**config.mk**
```make
export PLATFORM = sky130hd
export DESIGN_NAME = oneshot_timer
export DESIGN_NICKNAME = d
export VERILOG_FILES = /design/src/rtl/ost_pkg.sv /design/src/rtl/ost_prescaler.sv /design/src/rtl/ost_trigger.sv /design/src/rtl/ost_core.sv /design/src/rtl/oneshot_timer.sv
export SDC_FILE = /design/constraint.sdc
export NUM_CORES = 1
export LEC_CHECK = 0
export CORE_UTILIZATION = 35
export CTS_BUF_LIST = sky130_fd_sc_hd__clkbuf_16
export DETAILED_ROUTE_END_ITERATION = 8
export GPL_TIMING_DRIVEN = 0
export PLACE_DENSITY_LB_ADDON = 0.15
export SYNTH_ARGS = -nofsm -noshare
export SYNTH_HDL_FRONTEND = slang
export SYNTH_SLANG_ARGS = --single-unit
export TNS_END_PERCENT = 10
```
**constraint.sdc**
```tcl
create_clock -name clk -period 2.16 [get_ports clk]
set_input_delay 0.432 -clock clk [delete_from_list [all_inputs] [get_ports clk]]
set_output_delay 0.432 -clock clk [all_outputs]
set_load 0.1 [all_outputs]
```
**src/rtl/ost_pkg.sv**
```systemverilog
package ost_pkg;
  // Mode byte layout; the field positions are decoded by the timer.
  typedef struct packed {
    logic [1:0] tick_sel;   // [7:6]
    logic       spare_hi;   // [5]
    logic       ext_src;    // [4]
    logic       rise_edge;  // [3]
    logic [2:0] spare_lo;   // [2:0]
  } mode_t;

  localparam int NUM_RATES = 4;

  // log2 of the divide ratio for each tick select code
  function automatic int rate_log2(input int code);
    case (code)
      0:       return 1;
      1:       return 4;
      2:       return 6;
      default: return 9;
    endcase
  endfunction
endpackage

```
**src/rtl/ost_prescaler.sv**
```systemverilog
module ost_prescaler #(
  parameter int PW = 9
) (
  input  logic       clk,
  input  logic       rst_n,
  input  logic [1:0] sel,
  output logic       tick
);
  logic [PW-1:0]                  div_q;
  logic [ost_pkg::NUM_RATES-1:0]  hit;

  always_ff @(posedge clk or negedge rst_n) begin
    if (!rst_n) div_q <= '0;
    else        div_q <= div_q + 1'b1;
  end

  for (genvar i = 0; i < ost_pkg::NUM_RATES; i++) begin : g_rate
    localparam int L = ost_pkg::rate_log2(i);
    assign hit[i] = &div_q[L-1:0];
  end

  assign tick = hit[sel];
endmodule

```
**src/rtl/ost_trigger.sv**
```systemverilog
module ost_trigger #(
  parameter int SYNC = 2
) (
  input  logic clk,
  input  logic rst_n,
  input  logic trig_in,
  input  logic sw_start,
  input  logic ext_src,
  input  logic rise_edge,
  output logic trig
);
  logic [SYNC:0] sh_q;
  logic          rise, fall, ext_hit;

  always_ff @(posedge clk or negedge rst_n) begin
    if (!rst_n) sh_q <= '0;
    else        sh_q <= {sh_q[SYNC-1:0], trig_in};
  end

  assign rise    =  sh_q[SYNC-1] & ~sh_q[SYNC];
  assign fall    = ~sh_q[SYNC-1] &  sh_q[SYNC];
  assign ext_hit = rise_edge ? rise : fall;
  assign trig    = ext_src ? ext_hit : sw_start;
endmodule

```
**src/rtl/ost_core.sv**
```systemverilog
module ost_core #(
  parameter int CW           = 16,
  parameter int RETRIG_TICKS = 2
) (
  input  logic          clk,
  input  logic          rst_n,
  input  logic          enable,
  input  logic          trig,
  input  logic          tick,
  input  logic          reload_we,
  input  logic [CW-1:0] reload_data,
  output logic          run,
  output logic          irq,
  output logic [CW-1:0] cnt
);
  localparam int SW = $clog2(RETRIG_TICKS + 1);
  localparam logic [CW-1:0] ONE = CW'(1);

  logic [CW-1:0] cnt_q, rel_q;
  logic [SW-1:0] since_q;
  logic          run_q, irq_q, retrig_ok;

  assign retrig_ok = (since_q >= SW'(RETRIG_TICKS));

  always_ff @(posedge clk or negedge rst_n) begin
    if (!rst_n) begin
      cnt_q   <= '0;
      rel_q   <= '0;
      since_q <= '0;
      run_q   <= 1'b0;
      irq_q   <= 1'b0;
    end else begin
      irq_q <= 1'b0;
      if (!enable) begin
        run_q <= 1'b0;
      end else if (trig && !run_q) begin
        if (cnt_q != '0) begin
          run_q   <= 1'b1;
          since_q <= '0;
        end
      end else if (trig && retrig_ok) begin
        cnt_q   <= rel_q;
        since_q <= '0;
      end else if (run_q && tick) begin
        if (cnt_q == ONE) begin
          run_q <= 1'b0;
          cnt_q <= rel_q;
          irq_q <= 1'b1;
        end else begin
          cnt_q <= cnt_q - 1'b1;
          if (!retrig_ok) since_q <= since_q + 1'b1;
        end
      end
      if (reload_we) begin
        rel_q <= reload_data;
        if (!run_q) cnt_q <= reload_data;
      end
    end
  end

  assign run = run_q;
  assign irq = irq_q;
  assign cnt = cnt_q;
endmodule

```
**src/rtl/oneshot_timer.sv**
```systemverilog
module oneshot_timer #(
  parameter int CW           = 16,
  parameter int SYNC         = 2,
  parameter int RETRIG_TICKS = 2
) (
  input  logic          clk,
  input  logic          rst_n,
  input  logic          mode_we,
  input  logic [7:0]    mode_data,
  input  logic          reload_we,
  input  logic [CW-1:0] reload_data,
  input  logic          enable,
  input  logic          sw_start,
  input  logic          trig_in,
  output logic          pulse_out,
  output logic          irq,
  output logic [CW-1:0] cnt_value
);
  localparam int PW = ost_pkg::rate_log2(ost_pkg::NUM_RATES - 1);

  ost_pkg::mode_t mode_q;
  logic           tick, trig, run;
  logic           unused_spare;

  always_ff @(posedge clk or negedge rst_n) begin
    if (!rst_n)       mode_q <= '0;
    else if (mode_we) mode_q <= ost_pkg::mode_t'(mode_data);
  end

  assign unused_spare = ^{mode_q.spare_hi, mode_q.spare_lo};

  ost_prescaler #(.PW(PW)) u_pre (
    .clk(clk), .rst_n(rst_n), .sel(mode_q.tick_sel), .tick(tick)
  );

  ost_trigger #(.SYNC(SYNC)) u_trig (
    .clk(clk), .rst_n(rst_n), .trig_in(trig_in), .sw_start(sw_start),
    .ext_src(mode_q.ext_src), .rise_edge(mode_q.rise_edge), .trig(trig)
  );

  ost_core #(.CW(CW), .RETRIG_TICKS(RETRIG_TICKS)) u_core (
    .clk(clk), .rst_n(rst_n), .enable(enable), .trig(trig), .tick(tick),
    .reload_we(reload_we), .reload_data(reload_data),
    .run(run), .irq(irq), .cnt(cnt_value)
  );

  assign pulse_out = run & enable;
endmodule

```
Word-level counts from Yosys, hierarchy flattened

Cells that the tools add are included.
W data, S select, Z words.

Reductions and logical operators: 11
Magnitude comparators: 2
Add/sub/neg operators: 3
Equal/unequal tests: 8
Mux-type cells: 28
Bitwise operators: 5

Operators with widths:

| kind                    | number |
|---|---|
| $mux W16                | 7 |
| $eq A16 B1 Y1 const B   | 1 |
| $reduce_bool A16 Y1     | 1 |
| $sub A16 B1 Y16 const B | 1 |
| $mux W1                 | 14 |
| $mux W2                 | 6 |
| $add A9 B1 Y9 const B   | 1 |
| $ne A3 B1 Y1 const B    | 3 |
| $reduce_and A9 Y1       | 1 |
| $reduce_and A4 Y1       | 2 |
| $ne A3 B3 Y1 const B    | 2 |
| $reduce_and A6 Y1       | 1 |
| $reduce_and A5 Y1       | 1 |
| $and A1 B1 Y1           | 3 |
| $logic_and A1 B1 Y1     | 3 |
| $lt A2 B3 Y1 const B    | 1 |
| $ne A3 B2 Y1 const B    | 1 |
| $reduce_bool A3 Y1      | 1 |
| $add A2 B1 Y2 const B   | 1 |
| $bmux W1 S2             | 1 |
| $ge A2 B2 Y1 const B    | 1 |
| $ne A2 B2 Y1 const B    | 1 |
| $not A1 Y1              | 2 |
| $logic_not A1 Y1        | 1 |

Input port bits: 31
Register bits: 52

Depth between registers and ports, before layout

Depth in word-level cells: 10
Mapped depth: 10
Depth with buffers taken out: 9

Hierarchy

From an unflattened synthesis, not the netlist that was laid out.

Cell total of the unflattened synthesis: 318
Area, all modules: 3088.0 sq um

Modules (own cells, without submodules):

| module        | cells an instance | seq. area each (sq um) | area each (sq um) | times used |
|---|---|---|---|---|
| ost_core      | 270               | 900.9                  | 2447.3            | 1 |
| ost_prescaler | 32                | 225.2                  | 387.9             | 1 |
| oneshot_timer | 9                 | 100.1                  | 151.4             | 1 |
| ost_trigger   | 7                 | 75.1                   | 101.3             | 1 |

Least setup slack after synthesis

OpenSTA, ideal clock, no wires.

Kind: register to register
Start point: register u_core.cnt_q[0], in the netlist u_core.cnt[0]
End point: register u_core.cnt_q[2], in the netlist u_core.cnt[2]
Arrival time: 2471 ps
Buffers on the path: 0
Setup slack: -433 ps
Cell stages (with the launch flop): 8
Setup time: 122 ps
Clock period less this slack: 2593 ps
Path through: dfrtp_1 > ha_1 > nor3b_1 > nand4_1 > and2_4 > a211oi_4 > a21oi_1 > o211a_1

Longest elaborated chain between the ends: 8

Ends and longest elaborated chain:

| item                                             | RTL line                       | text |
|---|---|---|
| from (decl)                                      | ost_core.sv:19                 | `logic [CW-1:0] cnt_q, rel_q;` |
| from (signal assigned)                           | ost_core.sv:42                 | `cnt_q <= rel_q;` |
| from (signal assigned)                           | ost_core.sv:47                 | `cnt_q <= rel_q;` |
| from (signal assigned)                           | ost_core.sv:50                 | `cnt_q <= cnt_q - 1'b1;` |
| $sub A16 B1 Y16 or $eq A16 B1 Y1 (tied branches) | ost_core.sv:50, ost_core.sv:45 |  |
| $mux W16 *                                       | ost_core.sv:45                 | `if (cnt_q == ONE) begin` |
| $mux W16 *                                       | ost_core.sv:44                 | `end else if (run_q && tick) begin` |
| $mux W16 *                                       | ost_core.sv:41                 | `end else if (trig && retrig_ok) begin` |
| $mux W16 *                                       | ost_core.sv:36                 | `end else if (trig && !run_q) begin` |
| $mux W16 *                                       | ost_core.sv:34                 | `if (!enable) begin` |
| $mux W16                                         | ost_core.sv:56                 | `if (!run_q) cnt_q <= reload_data;` |
| $mux W16 *                                       | ost_core.sv:54                 | `if (reload_we) begin` |

Mark *: on every way between the ends. The rest lies on a longest branch, timed or not.
A chain may end at the register's enable or synchronous reset.

Worst setup path in the final report

Start point: register u_pre.div_q[2]
End point: register u_core.cnt_q[15], in the netlist u_core.cnt[15]

Longest elaborated chain between the ends: 10

Ends and longest elaborated chain:

| item                                      | RTL line            | text |
|---|---|---|
| from (decl)                               | ost_prescaler.sv:9  | `logic [PW-1:0] div_q;` |
| from (signal assigned)                    | ost_prescaler.sv:14 | `else div_q <= div_q + 1'b1;` |
| $reduce_and A9 Y1 (tied with other cells) | ost_prescaler.sv:19 | `assign hit[i] = &div_q[L-1:0];` |
| $bmux W1 S2 *                             | ost_prescaler.sv:22 | `assign tick = hit[sel];` |
| $mux W1 (implied by the code) *           | ost_prescaler.sv:22 |  |
| $logic_and A1 B1 Y1 *                     | ost_core.sv:44      |  |
| $mux W16 *                                | ost_core.sv:44      |  |
| $mux W16 *                                | ost_core.sv:41      |  |
| $mux W16 *                                | ost_core.sv:36      |  |
| $mux W16 *                                | ost_core.sv:34      |  |
| $mux W16                                  | ost_core.sv:56      |  |
| $mux W16 *                                | ost_core.sv:54      |  |
| to (signal assigned)                      | ost_core.sv:42      |  |
| to (signal assigned)                      | ost_core.sv:47      |  |
| to (signal assigned)                      | ost_core.sv:56      |  |

Mark *: on every way between the ends. The rest lies on a longest branch, timed or not. The select of a mux whose other input is x is not followed.

==> reports/results.ini <==
[outcome]
outcome = complete, but fails checks
violations = setup timing

[synthesis]
synthTopCellsByCount = 52 x dfrtp_1, 24 x nand2_1, 17 x o21ai_0
netlist_area_um2 = 2840
postSynth.asyncResetShare_pct = 100
syn_inst = 270
ys_seq_area_share_pct = 45.9
synth_warnings = 0
syn_avg_cell_area_um2 = 10.5
synth_fp_nets = 307
synth_edf_count = 0
yosysMostFrequentCell = dfrtp_1
synth_area_leader_cell = dfrtp_1
synth_ff_type = dfrtp_1
ys_types = 66
yosysTopAreaCellShare_pct = 45.9
ys_seq_elements = 52
synth.area.top_cells = dfrtp_1 46%, mux2_2 6.4%, nand2_1 3.2%, o21ai_0 3.0%, ha_1 2.6%

[power]
peakVddDrop_uv = 581
power_density_nw_per_um2 = 896
p_leak_nw = 1.56

[clock_network]
cts_tree = yes
holdBufCountCts = 0
cts_made_buffers = 5
clock_path_buffers = 2
clk_pin_slew_ns = 0.07
htreeDepth = 2
root_buffer = clkbuf_16
worst_skew_pair.late_latency_ns = 0.29
clock-sinks = 52

[global_routing]
grt_usage_pct = 18.3
grt_pass1_vias = 2370
antenna_found_initial = 0
grt_pass1_wl_um = 12000
grt_max_degree = 30
overflow = 0

[floorplan]
rows = 32
io_pins = 49
initial_core_util_pct = 36.5
fp.dieW_um = 92.0
core_area_um2 = 7770
die_area_um2 = 8470
die_h_um = 92.0

[drt]
routed_via_density = 5.45
vias = 2403
wl_per_cell_um = 16.6
drc_errors = 0
dr.pass1.iters = 4
ant_nets = 0
routed_wl_um = 7340
drt_iter0_drc = 146

[flow_run]
maxCapViolations = 0

[setup_path]
worst-path-max-fanout = 8
crit_required_ns = 2.33
cp.arrival_ns = 2.36
critical_path.startpoint_type = flip-flop
end_kind = flip-flop
critPathKind = flip-flop to flip-flop
cp-endpoint = u_core.cnt[15]
r2r_start = u_pre.div_q[2]
worst-r2r-cell-count = 10
slowest_delay_ns = 0.39
cp_cell_sequence = buf_4 -> buf_4 -> and4_1 -> o31ai_4 -> or2_1 -> buf_6 -> a211oi_4 -> buf_6 -> o2bb2ai_1 -> a221o_1
reg2reg_to = u_core.cnt[15]
critPathLaunch = u_pre.div_q[2]
reg2reg_slack_ns = -0.02
cp_slowest_cell = dfrtp_1

[placement]
placed_area_um2 = 3450
place_hpwl_um = 5130
port_buffers = 44
dp_slack_ns = -0.664
gp_routability_congestion = 0.805

[sta]
setup_violations = 2
max_freq_ghz = 0.458
final_hold_viol_count = 0
slew_headroom_pct = 35.8
rsz0062_at_grt = true
slew_viol_final = 0
fin_crit_ns = 2.18
finalCritPeriodShare_pct = 101
finalClockSkew_ns = 0.00306
tightest_slew_ns = 0.967
setup_ws_ns = -0.0244

[layout]
drive_gt1_share_pct = 26.3
finish.net_count = 375
antenna_cells = 0
area_delta_synth_final_pct = 35.4
design_area_um2 = 3840

[hold_path]
worstHoldPathType = input port to async pin

==> placed cells by master, fill, tap and decap left out, drive strengths merged, types with 3 or more instances in the layout <==
cell type / synthesis / layout
dfrtp: 52 / 52
clkdlybuf4s50: 0 / 25
nand2: 25 / 25
buf: 3 / 21
o21ai: 18 / 18
dlygate4sd2: 0 / 17
mux2: 16 / 16
nand3: 16 / 16
inv: 14 / 13
a21oi: 11 / 11
nor2: 10 / 10
clkbuf: 3 / 9
nor3: 8 / 8
a31oi: 7 / 7
xnor2: 6 / 6
ha: 6 / 6
a22oi: 5 / 5
or3: 5 / 5
o31ai: 5 / 5
and4: 4 / 4
nor4: 4 / 4
and2: 4 / 4
nor2b: 3 / 3
nand4: 3 / 3
or2: 3 / 3
==> where the power goes <==
part | switching (mW) | total (mW) | internal [mW]
clock network | 0.350 | 0.889 | 0.539
logic | 0.891 | 1.27 | 0.375
registers | 0.179 | 1.29 | 1.11
==> repair_timing <==
item	4_1_cts	5_1_grt
buffers inserted	11	5
setup endpoints to repair	35	20
pin swaps	6	5
gates resized for setup	39	15
==> cell type report <==
class,count,area (um^2)
fill,743,3930
multi-input combinational,198,1580
sequential,52,1320
timing repair buffer,61,559
tap,102,128
clock buffer,5,125
inverter,14,56.3
clock inverter,3,37.5
buffer,6,36.3
==> cell families after synthesis <==
group | synth area share, %
AND/OR/NAND/NOR | 19.7
adder cells (fa/ha/maj) | 2.65
XOR/XNOR | 2.47
flip-flops | 45.9
buffers and inverters | 2.96
AO/OA/AOI/OAI | 20.0
multiplexers | 6.35
==> worst min-delay path by stage <==
stage / start / end / slack (ns) / depth (start not counted)
after detailed placement: u_trig.sh_q[0] / u_trig.sh_q[1] / 0.34 / 0
after CTS: rst_n / u_pre.div_q[0] / 0.15 / 1
after global placement: u_trig.sh_q[0] / u_trig.sh_q[1] / 0.34 / 0
after global routing: rst_n / u_pre.div_q[0] / 0.17 / 1
final: rst_n / u_pre.div_q[0] / 0.13 / 1
after floorplan: rst_n / mode_q[3] / 0.14 / 0
==> through the flow <==
stage                     power (mW)  hold WS, ns  instances  setup TNS [ns]  utilization, %
after floorplan                 2.18        0.136        270         -0.0193               -
after global placement          2.53        0.335        416          -62.84            44.2
after detailed placement        2.54        0.336        417           -7.88            44.4
after CTS                       3.42        0.149        436          -0.242            47.9
after global routing            3.60        0.173        441          -0.724            49.4
final                           3.44        0.130        441         -0.0477            49.4
==> state kept, by name (all words and copies together) (netlist names) <==
signal          count
u_core.cnt         16
mode_q              4
u_pre.div_q         9
u_trig.sh_q         3
u_core.rel_q       16
u_core.run          1
u_core.irq          1
u_core.since_q      2
==> per-layer routing <==
metal,share of wire (%),global-route usage [%],routed length [um],vias up
met1,48,25.6,3500,1179
met4,0.98,5.47,72,0
met2,47,28.7,3420,64
li1,-,-,-,1154
met3,4.7,3.40,347,6
met5,0,0,0,-
==> critical path: cells and delay by family, from the launching register on <==
| kind | cells | cell delay [ns] |
|---|---|---|
| compound gates | 4 | 0.75 |
| flops | 1 | 0.39 |
| simple gates | 2 | 0.36 |
| buf+inv | 4 | 0.58 |
Power figures use the tool's default switching activity.
